[src/rtl/hostbus_pkg.sv]
package hostbus_pkg;
  localparam int REG_COUNT = 7;
  localparam int REG_IDX_W = $clog2(REG_COUNT);

  typedef enum logic {
    PROTO_STROBE = 1'b0,
    PROTO_SPLIT  = 1'b1
  } proto_e;

  typedef enum logic [1:0] {
    TGT_NONE = 2'd0,
    TGT_REG  = 2'd1,
    TGT_MEM  = 2'd2
  } tgt_e;
endpackage

[src/rtl/hostbus_sync.sv]
module hostbus_sync #(
  parameter int W = 8,
  parameter int STAGES = 2,
  parameter logic [W-1:0] RST_VAL = '0
) (
  input  logic         clk,
  input  logic         rst_n,
  input  logic [W-1:0] din,
  output logic [W-1:0] dout
);
  logic [W-1:0] stg [STAGES];

  for (genvar i = 0; i < STAGES; i++) begin : g_stage
    if (i == 0) begin : g_first
      always_ff @(posedge clk or negedge rst_n)
        if (!rst_n) stg[i] <= RST_VAL;
        else        stg[i] <= din;
    end else begin : g_next
      always_ff @(posedge clk or negedge rst_n)
        if (!rst_n) stg[i] <= RST_VAL;
        else        stg[i] <= stg[i-1];
    end
  end

  assign dout = stg[STAGES-1];
endmodule

[src/rtl/hostbus_detect.sv]
module hostbus_detect
  import hostbus_pkg::*;
#(
  parameter int ADDR_W = 8
) (
  input  logic              clk,
  input  logic              rst_n,
  input  logic              mux,
  input  logic              ale,
  input  logic              ds_lvl,
  input  logic [ADDR_W-1:0] dq_lo,
  output proto_e            proto,
  output logic [ADDR_W-1:0] lat_addr
);
  logic ale_q;

  always_ff @(posedge clk or negedge rst_n) begin
    if (!rst_n) begin
      ale_q    <= 1'b0;
      proto    <= PROTO_STROBE;
      lat_addr <= '0;
    end else begin
      ale_q <= ale;
      if (mux && ale && !ale_q)
        proto <= ds_lvl ? PROTO_SPLIT : PROTO_STROBE;
      if (mux && !ale && ale_q)
        lat_addr <= dq_lo;
    end
  end
endmodule

[src/rtl/hostbus_decode.sv]
module hostbus_decode
  import hostbus_pkg::*;
#(
  parameter int ADDR_W = 8
) (
  input  logic [ADDR_W-1:0] addr,
  input  logic              is_write,
  input  logic              mem_sel,
  output tgt_e              tgt
);
  localparam int OFFS_W = ADDR_W - 1;
  localparam logic [OFFS_W-1:0] REG_LIM = OFFS_W'(REG_COUNT);

  always_comb begin
    tgt = TGT_NONE;
    if (!addr[ADDR_W-1]) begin
      if (addr[OFFS_W-1:0] < REG_LIM) tgt = TGT_REG;
    end else if (!(is_write && !mem_sel)) begin
      tgt = TGT_MEM;
    end
  end
endmodule

[src/rtl/hostbus_slave.sv]
module hostbus_slave
  import hostbus_pkg::*;
#(
  parameter int DATA_W      = 16,
  parameter int ADDR_W      = 8,
  parameter int SYNC_STAGES = 2,
  parameter int ACK_DELAY   = 2
) (
  input  logic                 clk,
  input  logic                 rst_n,
  input  logic                 mux_mode,
  input  logic                 cs_n,
  input  logic                 as_ale,
  input  logic                 ds_rd,
  input  logic                 rw_wr,
  input  logic [ADDR_W-1:0]    addr,
  input  logic [DATA_W-1:0]    dq_in,
  output logic [DATA_W-1:0]    dq_out,
  output logic                 dq_oe,
  output logic                 ack_pull,
  input  logic                 mem_sel_cfg,
  output logic                 reg_req,
  output logic                 reg_we,
  output logic [REG_IDX_W-1:0] reg_idx,
  input  logic [DATA_W-1:0]    reg_rdata,
  output logic                 mem_req,
  output logic                 mem_we,
  output logic                 mem_conn,
  output logic [ADDR_W-2:0]    mem_chan,
  input  logic [DATA_W-1:0]    mem_rdata,
  output logic [DATA_W-1:0]    wr_data
);
  localparam int PIN_W = 5 + ADDR_W + DATA_W;
  localparam logic [PIN_W-1:0] PIN_RST = {1'b0, 1'b1, 1'b0, 1'b0, 1'b1, {ADDR_W{1'b0}}, {DATA_W{1'b0}}};
  localparam int CNT_W = $clog2(ACK_DELAY + 1);
  localparam logic [CNT_W-1:0] CNT_ACK = CNT_W'(ACK_DELAY);

  logic              s_mux, s_cs_n, s_ale, s_ds, s_rw;
  logic [ADDR_W-1:0] s_addr, lat_addr, eff_addr;
  logic [DATA_W-1:0] s_dq;
  proto_e            proto;
  tgt_e              tgt, acc_tgt;
  logic              strobe_mode, bus_active, is_read;
  logic [CNT_W-1:0]  cnt;

  hostbus_sync #(.W(PIN_W), .STAGES(SYNC_STAGES), .RST_VAL(PIN_RST)) u_sync (
    .clk(clk), .rst_n(rst_n),
    .din({mux_mode, cs_n, as_ale, ds_rd, rw_wr, addr, dq_in}),
    .dout({s_mux, s_cs_n, s_ale, s_ds, s_rw, s_addr, s_dq})
  );

  hostbus_detect #(.ADDR_W(ADDR_W)) u_detect (
    .clk(clk), .rst_n(rst_n), .mux(s_mux), .ale(s_ale), .ds_lvl(s_ds),
    .dq_lo(s_dq[ADDR_W-1:0]), .proto(proto), .lat_addr(lat_addr)
  );

  assign strobe_mode = !s_mux || (proto == PROTO_STROBE);
  assign eff_addr    = s_mux ? lat_addr : s_addr;
  assign bus_active  = !s_cs_n && (strobe_mode ? s_ds : (!s_ds || !s_rw));
  assign is_read     = strobe_mode ? s_rw : !s_ds;

  hostbus_decode #(.ADDR_W(ADDR_W)) u_decode (
    .addr(eff_addr), .is_write(!is_read), .mem_sel(mem_sel_cfg), .tgt(tgt)
  );

  always_ff @(posedge clk or negedge rst_n) begin
    if (!rst_n) begin
      cnt      <= '0;
      acc_tgt  <= TGT_NONE;
      reg_req  <= 1'b0;
      reg_we   <= 1'b0;
      reg_idx  <= '0;
      mem_req  <= 1'b0;
      mem_we   <= 1'b0;
      mem_conn <= 1'b0;
      mem_chan <= '0;
      wr_data  <= '0;
      dq_out   <= '0;
    end else begin
      reg_req <= 1'b0;
      mem_req <= 1'b0;
      if (!bus_active) begin
        cnt <= '0;
      end else begin
        if (cnt != CNT_ACK) cnt <= cnt + 1'b1;
        if (cnt == '0) begin
          acc_tgt <= tgt;
          wr_data <= s_dq;
          if (tgt == TGT_REG) begin
            reg_req <= 1'b1;
            reg_we  <= !is_read;
            reg_idx <= eff_addr[REG_IDX_W-1:0];
          end
          if (tgt == TGT_MEM) begin
            mem_req  <= 1'b1;
            mem_we   <= !is_read;
            mem_conn <= mem_sel_cfg;
            mem_chan <= eff_addr[ADDR_W-2:0];
          end
        end
        if (cnt == CNT_W'(1)) begin
          case (acc_tgt)
            TGT_REG: dq_out <= reg_rdata;
            TGT_MEM: dq_out <= mem_rdata;
            default: dq_out <= '0;
          endcase
        end
      end
    end
  end

  assign ack_pull = bus_active && (cnt == CNT_ACK);
  assign dq_oe    = bus_active && is_read;
endmodule

[config.mk]
export PLATFORM = sky130hd
export DESIGN_NAME = hostbus_slave
export DESIGN_NICKNAME = d
export VERILOG_FILES = /design/src/rtl/hostbus_pkg.sv /design/src/rtl/hostbus_sync.sv /design/src/rtl/hostbus_detect.sv /design/src/rtl/hostbus_decode.sv /design/src/rtl/hostbus_slave.sv
export SDC_FILE = /design/constraint.sdc
export NUM_CORES = 1
export LEC_CHECK = 0
export BUFFER_PORTS_ARGS = -buffer_cell sky130_fd_sc_hd__buf_2
export CAP_MARGIN = 0
export CORE_MARGIN = 2
export CORE_UTILIZATION = 55
export DETAILED_ROUTE_END_ITERATION = 16
export HOLD_SLACK_MARGIN = 0.02
export PLACE_DENSITY_LB_ADDON = 0.05
export SLEW_MARGIN = 20
export SYNTH_ARGS = -nofsm -noshare
export SYNTH_HDL_FRONTEND = slang
export SYNTH_SLANG_ARGS = --single-unit
[constraint.sdc]
create_clock -name clk -period 6.79 [get_ports clk]
set_input_delay 1.6975 -clock clk [delete_from_list [all_inputs] [get_ports clk]]
set_output_delay 1.6975 -clock clk [all_outputs]
set_load 0.01 [all_outputs]
[Word level (Yosys, flattened, before mapping)]
Index checks and enable logic that the tools add are counted.
Operators by class
  $add $sub $neg: 1
  order comparisons: 1
  equal/unequal tests: 8
  multiplexer cells: 16
  bitwise logic cells: 1
  reduce and logical (&&, ||, !) cells: 23
Operators with widths (count)
  $pmux 16 s2: 1
  $mux 1: 10
  $logic_and 1x1->1: 8
  $logic_not 1->1: 8
  $mux 2: 4
  $mux 8: 1
  $lt 7x3->1 const B: 1
  $eq 2x1->1 const B: 3
  $eq 2x2->1 const B: 3
  $reduce_and 3->1: 2
  $reduce_and 2->1: 2
  $add 2x1->2 const B: 1
  $logic_not 2->1: 1
  $logic_or 1x1->1: 2
  $ne 2x1->1 const B: 1
  $ne 2x2->1 const B: 1
  $not 1->1: 1
Storage, ports and cells
  register bits after elaboration: 119
  bits of input ports: 64
  output and inout port bits: 49
  logic and storage cells: 66

[Logic depth before layout (Yosys ltp)]
  depth in word-level cells: 11
  gate-level depth with buffers: 7
  mapped depth without buffers: 5

[By module]
Synthesis repeated with hierarchy kept, for this count alone.
Second synthesis, totals
  cell total of the unflattened synthesis: 279
  area total of the unflattened synthesis: 4444.3 sq um
By module, submodules not included
  hostbus_slave: instances 1, cells an instance 167, area an instance 2357.3 sq um, seq. area each 1276.2 sq um
  hostbus_sync: instances 1, cells an instance 87, area an instance 1674.1 sq um, seq. area each 1456.4 sq um
  hostbus_detect: instances 1, cells an instance 21, area an instance 379.1 sq um, seq. area each 250.2 sq um
  hostbus_decode: instances 1, cells an instance 4, area an instance 33.8 sq um, seq. area each 0.0 sq um

[Least setup slack after synthesis]
OpenSTA, ideal clock, no wires.
  kind: flip-flop to output port
  start: reg u_sync.stg (netlist bit u_sync.dout[28])
  end: out dq_oe
  arrival: 1277 ps
  required time: 5092 ps
  setup slack: 3816 ps
  stages on the path, launching flop included: 6
  path buffers: 2
  cells stage by stage: dfrtp_1 -> buf_6 -> and4_4 -> or3_1 -> clkbuf_1 -> nor2_1
Between the ends
  longest elaborated chain between the ends: 5
  elaborated cells on any way between the ends: 6
  those cells by class: mux: 2; reduce/logical: 4
RTL lines
  start: declaration: RTL line hostbus_sync.sv:11  | logic [W-1:0] stg [STAGES];
  start signal: indexed assignment: RTL line hostbus_sync.sv:21  | else stg[i] <= stg[i-1];
  $logic_not 1->1 (*): RTL line hostbus_slave.sv:57  | assign strobe_mode = !s_mux || (proto == PROTO_STROBE);
  $logic_or 1x1->1 (*): RTL line hostbus_slave.sv:57
  $mux 1: RTL line hostbus_slave.sv:59  | assign bus_active = !s_cs_n && (strobe_mode ? s_ds : (!s_ds || !s_rw));
  $logic_and 1x1->1: RTL line hostbus_slave.sv:59
  $logic_and 1x1->1 (*): RTL line hostbus_slave.sv:113  | assign dq_oe = bus_active && is_read;
  end: declaration: RTL line hostbus_slave.sv:19  | output logic dq_oe,
Mark *: on every way between the ends. The rest lies on a longest branch, timed or not.

[Final worst setup path]
Ends and elaborated chain as after synthesis.

==> summary.json <==
{
  "critical_path.startpoint_type": "flop",
  "area_growth_syn_to_layout_pct": 30.45,
  "critical_path.cell_chain": "a21oi_1 > or3_1 > nor2_1 > buf_2",
  "first_iter_violations": 112,
  "relSlewSlack": 0.3962,
  "worstReg2RegStart": "u_sync.dout[28]",
  "num_cts_buffers": 17,
  "post-place-cells": 469,
  "timing.fmax_mhz": 261.0,
  "synth.yosys.warnings": 0,
  "filler_cell_count": 457,
  "synth.distinct_cells": 27,
  "timing_worst_slew_pin_value_ns": 0.9040,
  "detail-route-antenna-nets": 0,
  "standard_cell_rows": 31,
  "r2r_end": "mem_conn",
  "worst_ep_arrival_time_ns": 2.13,
  "finalCriticalPeriod_ns": 3.832,
  "synthTopCellsByArea": "sky130_fd_sc_hd__dfrtp_1, sky130_fd_sc_hd__mux2_2, sky130_fd_sc_hd__a22oi_1",
  "clk_buf_depth": 2,
  "route.vias.total": 2547,
  "netlist.area_leader.share": 0.6833,
  "min_from": "u_sync.stg[54]",
  "design_power_total_mw": 2.163,
  "clock_latency_ns": 0.51,
  "synth_top_cells_by_count": "sky130_fd_sc_hd__dfrtp_1, sky130_fd_sc_hd__mux2_2, sky130_fd_sc_hd__nor2_1, sky130_fd_sc_hd__a22oi_1, sky130_fd_sc_hd__clkbuf_1",
  "path_class": "flop to output pin",
  "grt_start_max_net_pins": 64,
  "holdPathStages": 0,
  "post_synth_top_area_cell": "sky130_fd_sc_hd__dfrtp_1",
  "share_of_cells_above_drive_strength_1": 0.5299,
  "post_synth_inst_count": 270,
  "synth_enable_flop_cells": 0,
  "die_h_um": 91.51,
  "clock_tree.root_cell": "sky130_fd_sc_hd__clkbuf_8",
  "core_area_um2": 7331,
  "top_level_ports": 113,
  "sequential_cell_area_um2": 2983,
  "antenna_violations_before_repair": 0,
  "sequential_to_total_area_share_from_yosys_stat": 0.7083,
  "synth_area_um2": 4212,
  "cts.sinks": 119,
  "async_flop_share": 1.000,
  "power.ir.vdd_worst_mv": 0.2518,
  "dieArea_um2": 8373,
  "path_clk_slew_ns": 0.06,
  "wire_length_of_the_first_global_routing_pass_um": 12570,
  "setup.reg_to_reg.worst_slack_ns": 3.82,
  "globalRouteTotalUtil": 0.2036,
  "leakage_nw": 2.689,
  "multiInputGateArea_um2": 1137,
  "finalNonFillerCells": 501,
  "postCtsHoldBufs": 0,
  "floorplan.initialDensity": 0.5745,
  "slowest_delay_ns": 0.75,
  "post-route-drc-count": 0,
  "post-place-ws_ns": 3.523,
  "crit_start": "u_sync.dout[28]",
  "cts_post_setup_buffers_inserted": 0,
  "detail_route.vias_per_cell": 5.084,
  "cts_tree": "yes",
  "slew_violations": 0,
  "rsz0062_at_grt": "no",
  "timing.hold.worst.class": "flop to flop",
  "skew_ns": 0.006431,
  "worst_hold_path.endpoint": "u_sync.dout[25]",
  "worst-endpoint-required_ns": 5.09,
  "place.detailed.hpwl_um": 5005,
  "chip_width_um": 91.51,
  "ys_seq_elements": 119,
  "post_cts.resized_instances": 0,
  "gpl.final_weighted_congestion": 0.7627,
  "count_of_inserted_antenna_diode_cells": 0,
  "synth_nets": 339,
  "finalNetCount": 458,
  "numPortBuffers": 112,
  "grt_remaining_overflow": 0,
  "syn_area_per_cell_um2": 15.60,
  "wl_um": 7900,
  "maximum_capacitance_violations": 0,
  "worst_path_setup_slack_after_routing_ns": 2.958,
  "routed_wire_length_per_instance_um": 15.77,
  "totalNegativeSetupSlack_ns": 0,
  "synthFlopType": "sky130_fd_sc_hd__dfrtp_1",
  "finalHoldViolations": 0,
  "status": "completed",
  "finalCritPeriodShare": 0.5644,
  "drt_pass1_iterations": 6,
  "pwr_density_cell_nw_per_um2": 393.7,
  "crit_path_max_fanout": 18,
  "grt_pass1_vias": 2534,
  "post-synth-top-count-cell": "sky130_fd_sc_hd__dfrtp_1",
  "cts.htree.levels": 4,
  "crit_path_end_kind": "output pin",
  "timing.critical_path.slowest_stage_cell": "sky130_fd_sc_hd__dfrtp_1",
  "setup_violations": 0,
  "timing.reg2reg.worst_path_depth": 4
}
[power by group]
group | leakage (nW) | switching, mW | internal [mW]
registers | 1.44 | 0.0606 | 0.819
clock network | 0.308 | 0.320 | 0.645
logic | 0.942 | 0.158 | 0.160
[through the flow]
stage	utilization	hold slack (ns)	area (µm²)
2_1_floorplan	-	0.3312	4212
3_3_place_gp	0.6609	0.3323	4845
3_5_place_dp	0.6609	0.3347	4845
4_1_cts	0.7494	0.3451	5494
5_1_grt	0.7494	0.3519	5494
6_report	0.7494	0.3423	5494
[layout by cell type, fill, tap and decap left out]
| cell type | instances |
|---|---|
| sky130_fd_sc_hd__a211oi_2 | 1 |
| sky130_fd_sc_hd__a21o_1 | 2 |
| sky130_fd_sc_hd__a21oi_1 | 3 |
| sky130_fd_sc_hd__a22oi_1 | 16 |
| sky130_fd_sc_hd__and4_4 | 1 |
| sky130_fd_sc_hd__buf_2 | 111 |
| sky130_fd_sc_hd__buf_4 | 2 |
| sky130_fd_sc_hd__bufinv_16 | 5 |
| sky130_fd_sc_hd__clkbuf_16 | 16 |
| sky130_fd_sc_hd__clkbuf_8 | 2 |
| sky130_fd_sc_hd__clkinv_2 | 1 |
| sky130_fd_sc_hd__clkinv_4 | 3 |
| sky130_fd_sc_hd__clkinvlp_4 | 3 |
| sky130_fd_sc_hd__dfrtp_1 | 115 |
| sky130_fd_sc_hd__dfstp_2 | 4 |
| sky130_fd_sc_hd__ha_1 | 5 |
| sky130_fd_sc_hd__inv_1 | 8 |
| sky130_fd_sc_hd__inv_6 | 2 |
| sky130_fd_sc_hd__mux2_2 | 59 |
| sky130_fd_sc_hd__mux2i_1 | 3 |
| sky130_fd_sc_hd__nand2_1 | 6 |
| sky130_fd_sc_hd__nand2b_1 | 1 |
| sky130_fd_sc_hd__nand3b_1 | 2 |
| sky130_fd_sc_hd__nor2_1 | 21 |
| sky130_fd_sc_hd__nor2_2 | 1 |
| sky130_fd_sc_hd__nor3_1 | 2 |
| sky130_fd_sc_hd__nor4_1 | 1 |
| sky130_fd_sc_hd__nor4_4 | 1 |
| sky130_fd_sc_hd__o21ai_0 | 1 |
| sky130_fd_sc_hd__o22ai_1 | 1 |
| sky130_fd_sc_hd__or3_1 | 1 |
| sky130_fd_sc_hd__or4b_4 | 1 |
| sky130_fd_sc_hd__xor2_1 | 1 |
[per-layer routing]
| metal | part of all wire | GRT usage | wire length [µm] | vias to the layer above |
|---|---|---|---|---|
| met5 | 0 | 0 | 0 | - |
| met4 | 0.019 | 0.08333 | 147 | 0 |
| met3 | 0.047 | 0.07552 | 370 | 13 |
| met2 | 0.51 | 0.3150 | 3993 | 84 |
| met1 | 0.43 | 0.2606 | 3389 | 1277 |
| li1 | - | - | - | 1173 |
[kinds of logic (layout without fill, tap and decap cells)]
group,after synthesis,in the layout,share of synthesized area
flops,119,119,0.7083
mux,62,62,0.1649
simple gates,38,38,0.04694
compound gates,24,24,0.04011
buf+inv,21,153,0.02288
fa+ha+maj,5,5,0.01485
xor+xnor,1,1,0.002080
[worst max path at each step]
stage | endpoint | slack [ns] | cells past startpoint
finish | dq_oe | 2.96 | 4
global route | ack_pull | 2.79 | 4
CTS | dq_oe | 2.92 | 4
detailed placement | dq_oe | 3.52 | 4
global placement | dq_oe | 3.58 | 4
floorplan | dq_oe | 3.82 | 5
[layout make-up]
type,instances,share of cell area
Sequential cell,119,0.5429
Clock buffer,18,0.07789
Tap cell,99,0.02255
Multi-Input combinational cell,130,0.2070
Inverter,8,0.005466
Clock inverter,14,0.04031
Timing Repair Buffer,113,0.1038
[state kept, by name, summed over array words and instances, names as in the netlist]
signal / count
dq_out: 16
acc_tgt: 2
mem_req: 1
reg_we: 1
u_detect.proto: 1
mem_chan: 7
mem_we: 1
wr_data: 16
cnt: 2
u_sync.dout: 29
u_detect.ale_q: 1
reg_idx: 3
mem_conn: 1
reg_req: 1
u_detect.lat_addr: 8
u_sync.stg: 29
[worst max-delay path: cells and delay by family (launching register included)]
family,cells,cell delay (ns)
AND/OR/NAND/NOR,2,0.57
buffers and inverters,1,0.13
flip-flops,1,0.75
AO/OA/AOI/OAI,1,0.16
Note: power is estimated with default switching activity, not from simulation.
